### src/rtl/cdx_pkg.sv
package cdx_pkg;
  localparam int UI_PER_BIT = 4;
  typedef enum logic {POL_POS = 1'b0, POL_NEG = 1'b1} pol_e;
endpackage

### src/rtl/cdx_capture.sv
module cdx_capture #(
  parameter int OCT_W = 8
) (
  input  logic             clk,
  input  logic             rst,
  input  logic             bit_en,
  input  logic             data,
  input  logic             win_a,
  input  logic             win_b,
  input  logic             sel,
  output logic             byte_vld,
  output logic [OCT_W-1:0] byte_q
);
  localparam int CW = (OCT_W > 1) ? $clog2(OCT_W) : 1;

  logic             win;
  logic [OCT_W-1:0] shreg;
  logic [OCT_W-1:0] shreg_nx;
  logic [CW-1:0]    cnt;

  assign win      = sel ? win_a : win_b;
  assign shreg_nx = {data, shreg[OCT_W-1:1]};

  always_ff @(posedge clk) begin
    if (rst) begin
      shreg    <= '0;
      cnt      <= '0;
      byte_vld <= 1'b0;
      byte_q   <= '0;
    end else begin
      byte_vld <= 1'b0;
      if (!win) begin
        cnt <= '0;
      end else if (bit_en) begin
        shreg <= shreg_nx;
        if (cnt == CW'(OCT_W-1)) begin
          cnt      <= '0;
          byte_vld <= 1'b1;
          byte_q   <= shreg_nx;
        end else begin
          cnt <= cnt + 1'b1;
        end
      end
    end
  end
endmodule

### src/rtl/cdx_slip_buf.sv
module cdx_slip_buf #(
  parameter int             OCT_W      = 8,
  parameter logic [OCT_W-1:0] RESET_BYTE = '1
) (
  input  logic             clk,
  input  logic             rst,
  input  logic             wr,
  input  logic [OCT_W-1:0] wdata,
  input  logic             rd,
  output logic [OCT_W-1:0] hold_q,
  output logic             hold_full,
  output logic             ins_flag,
  output logic             del_flag
);
  always_ff @(posedge clk) begin
    if (rst) begin
      hold_q    <= RESET_BYTE;
      hold_full <= 1'b0;
      ins_flag  <= 1'b0;
      del_flag  <= 1'b0;
    end else begin
      ins_flag <= rd & ~hold_full;
      del_flag <= wr & hold_full & ~rd;
      if (wr) begin
        hold_q    <= wdata;
        hold_full <= 1'b1;
      end else if (rd) begin
        hold_full <= 1'b0;
      end
    end
  end
endmodule

### src/rtl/cdx_line_coder.sv
module cdx_line_coder
  import cdx_pkg::*;
#(
  parameter int             OCT_W      = 8,
  parameter logic [OCT_W-1:0] RESET_BYTE = '1
) (
  input  logic             clk,
  input  logic             rst,
  input  logic             ui_en,
  input  logic             alarm,
  input  logic [OCT_W-1:0] hold_q,
  input  logic             hold_full,
  output logic             rd,
  output logic             pos_n,
  output logic             neg_n
);
  localparam int BW = (OCT_W > 1) ? $clog2(OCT_W) : 1;
  localparam int UW = $clog2(UI_PER_BIT);

  logic [UW-1:0]    ui_cnt, ui_nx;
  logic [BW-1:0]    bit_cnt, bit_nx;
  pol_e             pol, pol_nx;
  logic [OCT_W-1:0] oct, oct_nx;
  logic             last_ui, last_bit, dbit, pat, pos_act;

  assign last_ui  = (ui_cnt == UW'(UI_PER_BIT-1));
  assign last_bit = (bit_cnt == BW'(OCT_W-1));
  assign rd       = ui_en & last_ui & last_bit;

  always_comb begin
    ui_nx  = last_ui ? '0 : ui_cnt + 1'b1;
    bit_nx = bit_cnt;
    pol_nx = pol;
    if (last_ui) begin
      bit_nx = last_bit ? '0 : bit_cnt + 1'b1;
      if (bit_nx == BW'(OCT_W-1) && !alarm) pol_nx = pol;
      else pol_nx = (pol == POL_POS) ? POL_NEG : POL_POS;
    end
    oct_nx  = (rd && hold_full) ? hold_q : oct;
    dbit    = oct_nx[bit_nx];
    pat     = dbit ? (ui_nx < UW'(UI_PER_BIT/2)) : (ui_nx[0] == 1'b0);
    pos_act = pat ^ (pol_nx == POL_NEG);
  end

  always_ff @(posedge clk) begin
    if (rst) begin
      ui_cnt  <= UW'(UI_PER_BIT-1);
      bit_cnt <= BW'(OCT_W-1);
      pol     <= POL_NEG;
      oct     <= RESET_BYTE;
      pos_n   <= 1'b1;
      neg_n   <= 1'b1;
    end else if (ui_en) begin
      ui_cnt  <= ui_nx;
      bit_cnt <= bit_nx;
      pol     <= pol_nx;
      oct     <= oct_nx;
      pos_n   <= ~pos_act;
      neg_n   <= pos_act;
    end
  end
endmodule

### src/rtl/cdx_tx_encoder.sv
module cdx_tx_encoder #(
  parameter int             OCT_W      = 8,
  parameter logic [OCT_W-1:0] RESET_BYTE = '1
) (
  input  logic clk,
  input  logic rst,
  input  logic pcm_bit_en,
  input  logic pcm_data,
  input  logic slot_a_en,
  input  logic slot_b_en,
  input  logic slot_sel,
  input  logic line_ui_en,
  input  logic alarm_in,
  output logic line_pos_n,
  output logic line_neg_n,
  output logic ins_flag,
  output logic del_flag
);
  logic             cap_vld;
  logic [OCT_W-1:0] cap_byte;
  logic [OCT_W-1:0] hold_q;
  logic             hold_full;
  logic             oct_rd;

  cdx_capture #(.OCT_W(OCT_W)) u_cap (
    .clk(clk), .rst(rst), .bit_en(pcm_bit_en), .data(pcm_data),
    .win_a(slot_a_en), .win_b(slot_b_en), .sel(slot_sel),
    .byte_vld(cap_vld), .byte_q(cap_byte)
  );

  cdx_slip_buf #(.OCT_W(OCT_W), .RESET_BYTE(RESET_BYTE)) u_buf (
    .clk(clk), .rst(rst), .wr(cap_vld), .wdata(cap_byte), .rd(oct_rd),
    .hold_q(hold_q), .hold_full(hold_full),
    .ins_flag(ins_flag), .del_flag(del_flag)
  );

  cdx_line_coder #(.OCT_W(OCT_W), .RESET_BYTE(RESET_BYTE)) u_coder (
    .clk(clk), .rst(rst), .ui_en(line_ui_en), .alarm(alarm_in),
    .hold_q(hold_q), .hold_full(hold_full), .rd(oct_rd),
    .pos_n(line_pos_n), .neg_n(line_neg_n)
  );
endmodule

### config.mk
export PLATFORM = sky130hd
export DESIGN_NAME = cdx_tx_encoder
export DESIGN_NICKNAME = d
export VERILOG_FILES = /design/src/rtl/cdx_pkg.sv /design/src/rtl/cdx_capture.sv /design/src/rtl/cdx_slip_buf.sv /design/src/rtl/cdx_line_coder.sv /design/src/rtl/cdx_tx_encoder.sv
export SDC_FILE = /design/constraint.sdc
export NUM_CORES = 1
export LEC_CHECK = 0
export BUFFER_PORTS_ARGS = -buffer_cell sky130_fd_sc_hd__buf_2
export CAP_MARGIN = 10
export CORE_UTILIZATION = 40
export DETAILED_ROUTE_END_ITERATION = 8
export PLACE_DENSITY = 0.6
export SYNTH_ARGS = -nofsm -noshare
export SYNTH_HDL_FRONTEND = slang
export SYNTH_SLANG_ARGS = --single-unit
### constraint.sdc
create_clock -name clk -period 4 [get_ports clk]
set_clock_uncertainty 0.1 [all_clocks]
set_input_delay 0.8 -clock clk [delete_from_list [all_inputs] [get_ports clk]]
set_output_delay 0.8 -clock clk [all_outputs]
set_load 0.01 [all_outputs]
# Word-level counts from Yosys, hierarchy flattened
# Cells that the tools add are included.
[op_classes]
n_addsub = 3
magnitude_cmp = 2
eq_ne = 4
mux = 15
n_bitwise = 12
n_reduce_logical = 8
[ops]
columns = ["op", "count"]
rows = [
  ["$eq A3 B3 Y1 const B", 3],
  ["$mux W1", 9],
  ["$mux W3", 3],
  ["$mux W8", 1],
  ["$add A3 B1 Y3 const B", 2],
  ["$not A1 Y1", 6],
  ["$and A1 B1 Y1", 5],
  ["$lt A3 B4 Y1 const B", 1],
  ["$bmux W1 S3", 1],
  ["$reduce_and A3 Y1", 1],
  ["$reduce_or A3 Y1", 1],
  ["$add A2 B1 Y2 const B", 1],
  ["$eq A2 B2 Y1 const B", 1],
  ["$logic_and A1 B1 Y1", 2],
  ["$lt A2 B2 Y1 const B", 1],
  ["$mux W2", 1],
  ["$reduce_and A2 Y1", 1],
  ["$reduce_bool A2 Y1", 1],
  ["$reduce_or A2 Y1", 1],
  ["$logic_not A1 Y1", 1],
  ["$xor A1 B1 Y1", 1],
]
[word_totals]
ff_bits = 47
wordCells = 58

# Logic depth before layout (Yosys ltp)
# Gate-level depths: netlist (run 1).
[logic_depth]
depth_word = 10
mapped_depth = 9
mapped_depth_nobuf = 8

# Cells and area by module
# A second synthesis (run 1) with hierarchy kept.
[unflattened]
cells_unflattened = 211
hier_area_um2 = 2134.5
[modules_own_cells]
columns = ["mod", "n_inst", "cells_per_inst", "area_per_inst_um2", "seq_area_each_um2"]
rows = [
  ["cdx_line_coder", 1, 97, 965.9, 320.3],
  ["cdx_capture", 1, 80, 777.0, 380.4],
  ["cdx_slip_buf", 1, 34, 391.6, 220.2],
]

# Worst setup path before layout (run 1)
# Ideal clock, no wire load.
[synth_timing]
kind = "input-to-reg"
start = "input port line_ui_en"
end = "register u_coder.pos_n"
setup_time_ns = 0.067
arrival_time_ns = 2.192
path_slack_ns = 1.641
stages = 7
n_path_buf = 1
path_cell_list = "buf_4 nand4_4 mux2i_1 o22ai_1 nor4_4 mux2_4 o21ai_2"
[synth_via]
elab_chain_len = 9
[synth_lines]
columns = ["element", "line_no", "source"]
rows = [
  ["start, declared", "cdx_tx_encoder.sv:12", "input logic line_ui_en,"],
  ["$and A1 B1 Y1 (2 in series)", "cdx_line_coder.sv:28", "assign rd = ui_en & last_ui & last_bit;"],
  ["$logic_and A1 B1 Y1", "cdx_line_coder.sv:39", "oct_nx = (rd && hold_full) ? hold_q : oct;"],
  ["$mux W8", "cdx_line_coder.sv:39", ""],
  ["$bmux W1 S3", "cdx_line_coder.sv:40", "dbit = oct_nx[bit_nx];"],
  ["$mux W1 (not written as such)", "cdx_line_coder.sv:40", ""],
  ["$mux W1", "cdx_line_coder.sv:41", "pat = dbit ? (ui_nx < UW'(UI_PER_BIT/2)) : (ui_nx[0] == 1'b0);"],
  ["$xor A1 B1 Y1", "cdx_line_coder.sv:42", "pos_act = pat ^ (pol_nx == POL_NEG);"],
  ["$not A1 Y1", "cdx_line_coder.sv:58", "pos_n <= ~pos_act;"],
  ["end signal, assigned", "cdx_line_coder.sv:58", ""],
  ["end, declared", "cdx_line_coder.sv:14", "output logic pos_n,"],
]
# Parallel ways exist; a longest one is shown, timed or not. The select of a mux whose other input is x is not followed.
# A chain may end at the register's enable or synchronous reset.

# Final worst setup path (run 1)
[layout_timing]
start = "register u_coder.ui_cnt[0]"
end = "register u_coder.pos_n"
[layout_via]
elab_chain_len = 10
elab_cells_between_ends = 16
[layout_lines]
columns = ["element", "line_no", "source"]
rows = [
  ["start, declared", "cdx_line_coder.sv:20", "logic [UW-1:0] ui_cnt, ui_nx;"],
  ["start signal, assigned", "cdx_line_coder.sv:47", "ui_cnt <= UW'(UI_PER_BIT-1);"],
  ["start signal, assigned", "cdx_line_coder.sv:54", "ui_cnt <= ui_nx;"],
  ["$eq A2 B2 Y1", "cdx_line_coder.sv:26", "assign last_ui = (ui_cnt == UW'(UI_PER_BIT-1));"],
  ["$and A1 B1 Y1 (2 in series)", "cdx_line_coder.sv:28", ""],
  ["$logic_and A1 B1 Y1", "cdx_line_coder.sv:39", ""],
  ["$mux W8", "cdx_line_coder.sv:39", ""],
  ["$bmux W1 S3", "cdx_line_coder.sv:40", ""],
  ["$mux W1 (not written as such)", "cdx_line_coder.sv:40", ""],
  ["$mux W1", "cdx_line_coder.sv:41", ""],
  ["$xor A1 B1 Y1 (*)", "cdx_line_coder.sv:42", ""],
  ["$not A1 Y1 (*)", "cdx_line_coder.sv:58", ""],
]
# Mark *: on every way between the ends. The rest lies on a longest branch, timed or not. The select of a mux whose other input is x is not followed.

==> results.cfg, run 1 <==
[run_status]
status = complete, no violations

[synth]
ys_types = 35
syn_nets = 213
synth-seq-cells = 46
netlist.area_leader.share_pct = 45.0
synth_warnings = 0
synthSimpleGateAreaFrac_pct = 20.3
yosysTopAreaCell = dfxtp_1
yosysSeqAreaShare_pct = 45.0
yosys-top-cells-area = dfxtp_1 (45%), mux2i_1 (14%), a211o_1 (5.1%)
syn_avg_cell_area_sq_um = 10.3
synthMuxAreaShare_pct = 14.4
synth_compound_gate_area_share_pct = 11.4
postSynthCellCount = 198
synth-adder-area-share_pct = 3.67
synth_top_family_by_area = simple AND/OR/NAND/NOR gates
synth_area_sq_um = 2050
synth_xor_area_share_pct = 1.71

[timing]
min_period_ns = 2.67
grt_setup_unrepaired = false
period_share_pct = 66.6
tightest_slew_ns = 0.731
final.setup.tns_ns = 0
hold_viol = 0
max_freq_mhz = 375
setup_viol = 0
drv_slew = 0
slew_headroom_pct = 51.3

[clocking]
cts_resized = 0
postCtsSetupBuffers = 0
clockRootBuffer = clkbuf_8
cts.sinks = 46
clock_latency_ns = 0.29
numCtsBuffers = 5
clockBufferDepth = 2
cts-htree-levels = 2
clk_pin_slew_ns = 0.08
holdBufCountCts = 0
cts_tree = built

[pwr]
ir_drop_mv = 0.263
powerDensity_nw_per_um2 = 434
clkPwrFrac_pct = 34.8
combPwrFrac_pct = 15.7
power.share.switching_pct = 25.1
power_uw = 975
p_seq_share_pct = 49.4
internal_power_uw = 730
leakage_nw = 1.01
p_switching_uw = 245

[die]
fp.dieH_um = 73.6
die_w_um = 73.6
start_util_pct = 42.5
num_rows = 25
core_sq_um = 4820
dieArea_sq_um = 5410
io_pins = 13

[route]
route.met2.wl_mm = 1.37
ant_nets = 0
top_layer_used = met4
drc = 0
drt-met1-wl_mm = 1.80
drt-vias-per-instance = 5.00
wl_met3_um = 85
wl_mm = 3.32
drtIter0Drc = 54
wl_per_cell_um = 12.1
drt_pass1_iterations = 4
via_count = 1374

[global_route]
gr-total-overflow = 0
grt_max_degree = 45
grt_pass1_vias = 1306
grt_pass1_wl_mm = 5.87
grt_usage_pct = 14.2
antenna_found_initial = 0

[placed_design]
gp_congestion = 0.729
place_hpwl_mm = 2.24
io_buffer_count = 12

[worst_setup_path]
cp.arrival_ns = 2.80
endpoint_kind = register
path_max_fanout = 20
worstSetupPathType = register to register
startpoint_type = register
worstPathCellList = ha_1 > or3b_4 > o211ai_1 > o22ai_1 > nor4_4 > mux2_4 > o21ai_2
critPathRequiredTime_ns = 4.13
cpPeakStageDelay_ns = 0.58
crit_path_top_delay_cell = ha_1

[cells_and_area]
num_antenna_cells = 0
area_growth_pct = 9.59
mostFrequentLayoutCell = dfxtp_1
final_nets = 222
drive_above_1_share_pct = 13.0
mostFrequentLayoutCells = dfxtp_1 (46), mux2i_1 (28), nor2_1 (22)

[flow_run]
maxCapViolCount = 0

[worst_hold_path]
worstHoldPathType = register to register
## synthesized netlist by cell type, drive strengths merged
library cell / number
and4b: 1
a211o: 12
inv: 4
o31ai: 1
and2b: 1
and3: 2
xnor2: 2
or2: 1
nor3b: 4
mux2i: 28
dfxtp: 46
clkbuf: 6
xor2: 2
nand2: 4
nor4: 1
nor3: 2
nand3b: 1
o22ai: 8
mux2: 1
or2b: 3
a21oi: 5
buf: 4
ha: 6
o21ai: 1
nor2: 22
o211ai: 5
nor2b: 9
nand3: 3
and3b: 3
nand2b: 8
or3b: 1
nand4: 1
## through the flow
step                      hold WS, ns  cells  setup WS (ns)  util, %  instance area (sq um)
after CTS                       0.374    275           1.32     46.6                   2240
after global placement          0.349    267           1.42     44.3                   2130
final                           0.369    275           1.33     46.6                   2240
after detailed placement        0.355    267           1.33     44.3                   2130
after floorplan                 0.335    198           1.64        -                   2050
after global routing            0.387    275           1.16     46.6                   2240
## flip-flops by register name (all words and copies together) (netlist names), 2 cells and up
register / count
u_coder.bit_cnt: 3
u_coder.oct: 8
u_cap.cnt: 3
u_coder.ui_cnt: 2
u_buf.hold_q: 8
u_cap.byte_q: 8
u_cap.shreg: 7
## power by group through the flow
| stage | Clock (mW) | Combinational, mW | Sequential (mW) |
|---|---|---|---|
| after CTS | 0.351 | 0.154 | 0.482 |
| after detailed placement | 0 | 0.154 | 0.492 |
| after floorplan | 0 | 0.131 | 0.492 |
| after global routing | 0.371 | 0.171 | 0.484 |
| after global placement | 0 | 0.155 | 0.492 |
| final | 0.339 | 0.153 | 0.482 |
## cell type report
type                            count  area, sq um
Clock buffer                        6         72.6
Tap cell                           67         83.8
Clock inverter                      2         37.5
Multi-Input combinational cell    138         1050
Timing Repair Buffer               12         60.1
Sequential cell                    46          921
Fill cell                         488         2570
Inverter                            4         15.0
## per-layer routing
metal | global-route usage (%) | vias up
met5 | 0 | -
li1 | - | 722
met2 | 21.9 | 12
met3 | 3.29 | 7
met4 | 7.05 | 0
met1 | 18.5 | 633
## logic make-up after synthesis
kind of cell,after synthesis
xor gates and xnor gates,4
AOI/OAI and AO/OA,32
buffers and inverters,14
adders and majority gates,6
and+or+nand+nor,67
DFF,46
muxes,29
## path summary, 6_finish.rpt
path | startpoint | endpoint | slack [ns] | depth (start not counted)
worst max-delay path | u_coder.ui_cnt[0] | u_coder.pos_n | 1.33 | 7
worst min-delay path | u_cap.byte_q[7] | u_buf.hold_q[7] | 0.37 | 1
worst max register to register | u_coder.ui_cnt[0] | u_coder.pos_n | 1.33 | 7
worst min register to register | u_cap.byte_q[7] | u_buf.hold_q[7] | 0.37 | 1
## worst max-delay path, delay by kind of cell (launching register included)
| kind | cells | cell delay [ns] |
|---|---|---|
| AO/OA/AOI/OAI | 3 | 0.35 |
| adder cells (fa/ha/maj) | 1 | 0.58 |
| flip-flops | 1 | 0.37 |
| multiplexers | 1 | 0.33 |
| AND/OR/NAND/NOR | 2 | 0.85 |
(Power assumes the default switching activity.)
==> inputs of run 2 (changes only) <==
clock period = 2.8 ns   (was 4 ns; I/O delays follow)
==> run 2 against run 1 <==
Global-route usage grew 0.21 points. Flip-flop and latch count did not move. Total power up 38%. Via count rose by 2.0%. Combinational power rose by 50%. Register-to-register slack got worse by 1.1 ns. Wire length is 4.2% higher. Sequential share of layout area did not move. Die area unchanged. Clock power up 27%. Worst setup slack lost 1.1 ns. Sequential power grew 43%.
==> results.cfg, run 2 (same netlist as run 1, synthesis figures left out) <==
[run_status]
status = complete, no violations

[clocking]
clock_latency_ns = 0.30
cts-htree-levels = 2
cts_tree = built
clockRootBuffer = clkbuf_8
clk_pin_slew_ns = 0.09
clockBufferDepth = 2
postCtsSetupBuffers = 0
cts.sinks = 46
cts_resized = 0
numCtsBuffers = 5
holdBufCountCts = 0

[timing]
drv_slew = 0
final.setup.tns_ns = 0
grt_setup_unrepaired = false
period_share_pct = 91.8
slew_headroom_pct = 49.9
hold-worst-slack_ns = 0.364
hold_viol = 0
min_period_ns = 2.57
max_freq_mhz = 389
setup_viol = 0
tightest_slew_ns = 0.751

[worst_setup_path]
worstSetupPathType = register to register
endpoint_kind = register
critPathRequiredTime_ns = 2.94
cp.arrival_ns = 2.71
worstRegToRegCells = 8
crit_path_start = u_coder.ui_cnt[0]
startpoint_type = register
regToRegEndpoint = u_coder.pos_n
crit_path_end = u_coder.pos_n
r2r-start = u_coder.ui_cnt[0]
path_max_fanout = 12
reg2reg_slack_ns = 0.23

[worst_hold_path]
holdPathStages = 1
worstHoldPathType = register to register

[global_route]
grt_usage_pct = 14.4
grt_pass1_wl_mm = 5.86
antenna_found_initial = 0
gr-total-overflow = 0
grt_pass1_vias = 1256
grt_max_degree = 45

[route]
ant_nets = 0
wl_mm = 3.46
drt_pass1_iterations = 4
drt-vias-per-instance = 5.06
via_count = 1402
wl_per_cell_um = 12.5
drtIter0Drc = 54
drc = 0

[die]
start_util_pct = 42.5
num_rows = 25
io_pins = 13
die_w_um = 73.6
fp.dieH_um = 73.6
dieArea_sq_um = 5410
core_sq_um = 4820

[pwr]
leakage_nw = 1.02
powerDensity_nw_per_um2 = 600
ir_drop_mv = 0.317

[cells_and_area]
mostFrequentLayoutCell = dfxtp_1
reg_top3 = u_buf.hold_q (8), u_cap.byte_q (8), u_coder.oct (8)
area_growth_pct = 9.59
drive_above_1_share_pct = 13.8
final_nets = 224
mostFrequentLayoutCells = dfxtp_1 (46), mux2i_1 (28), nor2_1 (22)
num_antenna_cells = 0

[placed_design]
place_hpwl_mm = 2.30
gp_congestion = 0.798
io_buffer_count = 12

[flow_run]
maxCapViolCount = 0
## run 2: per-stage QoR
stage	power, mW	setup WS, ns	util (%)	area (sq um)	cells
global route	1.41	0.0857	46.6	2240	277
floorplan	0.891	0.460	-	2050	198
global placement	0.929	0.327	44.6	2150	269
CTS	1.36	0.266	46.6	2240	277
finish	1.35	0.229	46.6	2240	277
detailed placement	0.930	0.277	44.6	2150	269
## run 2: critical path, stage by stage, from the launching register on
cell and delay, ns:
dfxtp_1 0.38, ha_1 0.41, buf_4 0.24, and2b_1 0.22, o22ai_1 0.21, o22ai_1 0.15, nor4_4 0.35, mux2_4 0.33
o21ai_2 0.10
## run 2: how the worst min path moves through the flow
stage / endpoint / slack (ns) / from
floorplan: u_buf.hold_q[0] / 0.34 / u_cap.byte_q[0]
global placement: u_buf.hold_q[6] / 0.35 / u_cap.byte_q[6]
detailed placement: u_buf.hold_q[6] / 0.35 / u_cap.byte_q[6]
CTS: u_buf.hold_q[6] / 0.37 / u_cap.byte_q[6]
global route: u_buf.hold_q[6] / 0.39 / u_cap.byte_q[6]
finish: u_buf.hold_q[6] / 0.36 / u_cap.byte_q[6]
## run 2: layer usage
metal	up-vias	global-route usage (%)	routed length [um]
li1	724	-	-
met1	645	19.1	1840
met2	25	21.3	1430
met3	8	4.53	115
met4	0	6.41	70
met5	-	0	0
## run 2: cell type report
class	count	area [sq um]
Tap cell	67	83.8
Multi-Input combinational cell	138	1050
Sequential cell	46	921
Fill cell	490	2570
Timing Repair Buffer	14	75.1
Clock inverter	1	8.76
Clock buffer	7	86.3
Inverter	4	15.0
## run 2: power breakdown
part           switching (mW)  internal, mW  leakage, nW  total [mW]
logic                   0.121         0.108        0.597       0.229
clock network           0.226         0.204       0.0489       0.431
registers              0.0165         0.672        0.374       0.688
total                   0.364         0.984         1.02        1.35
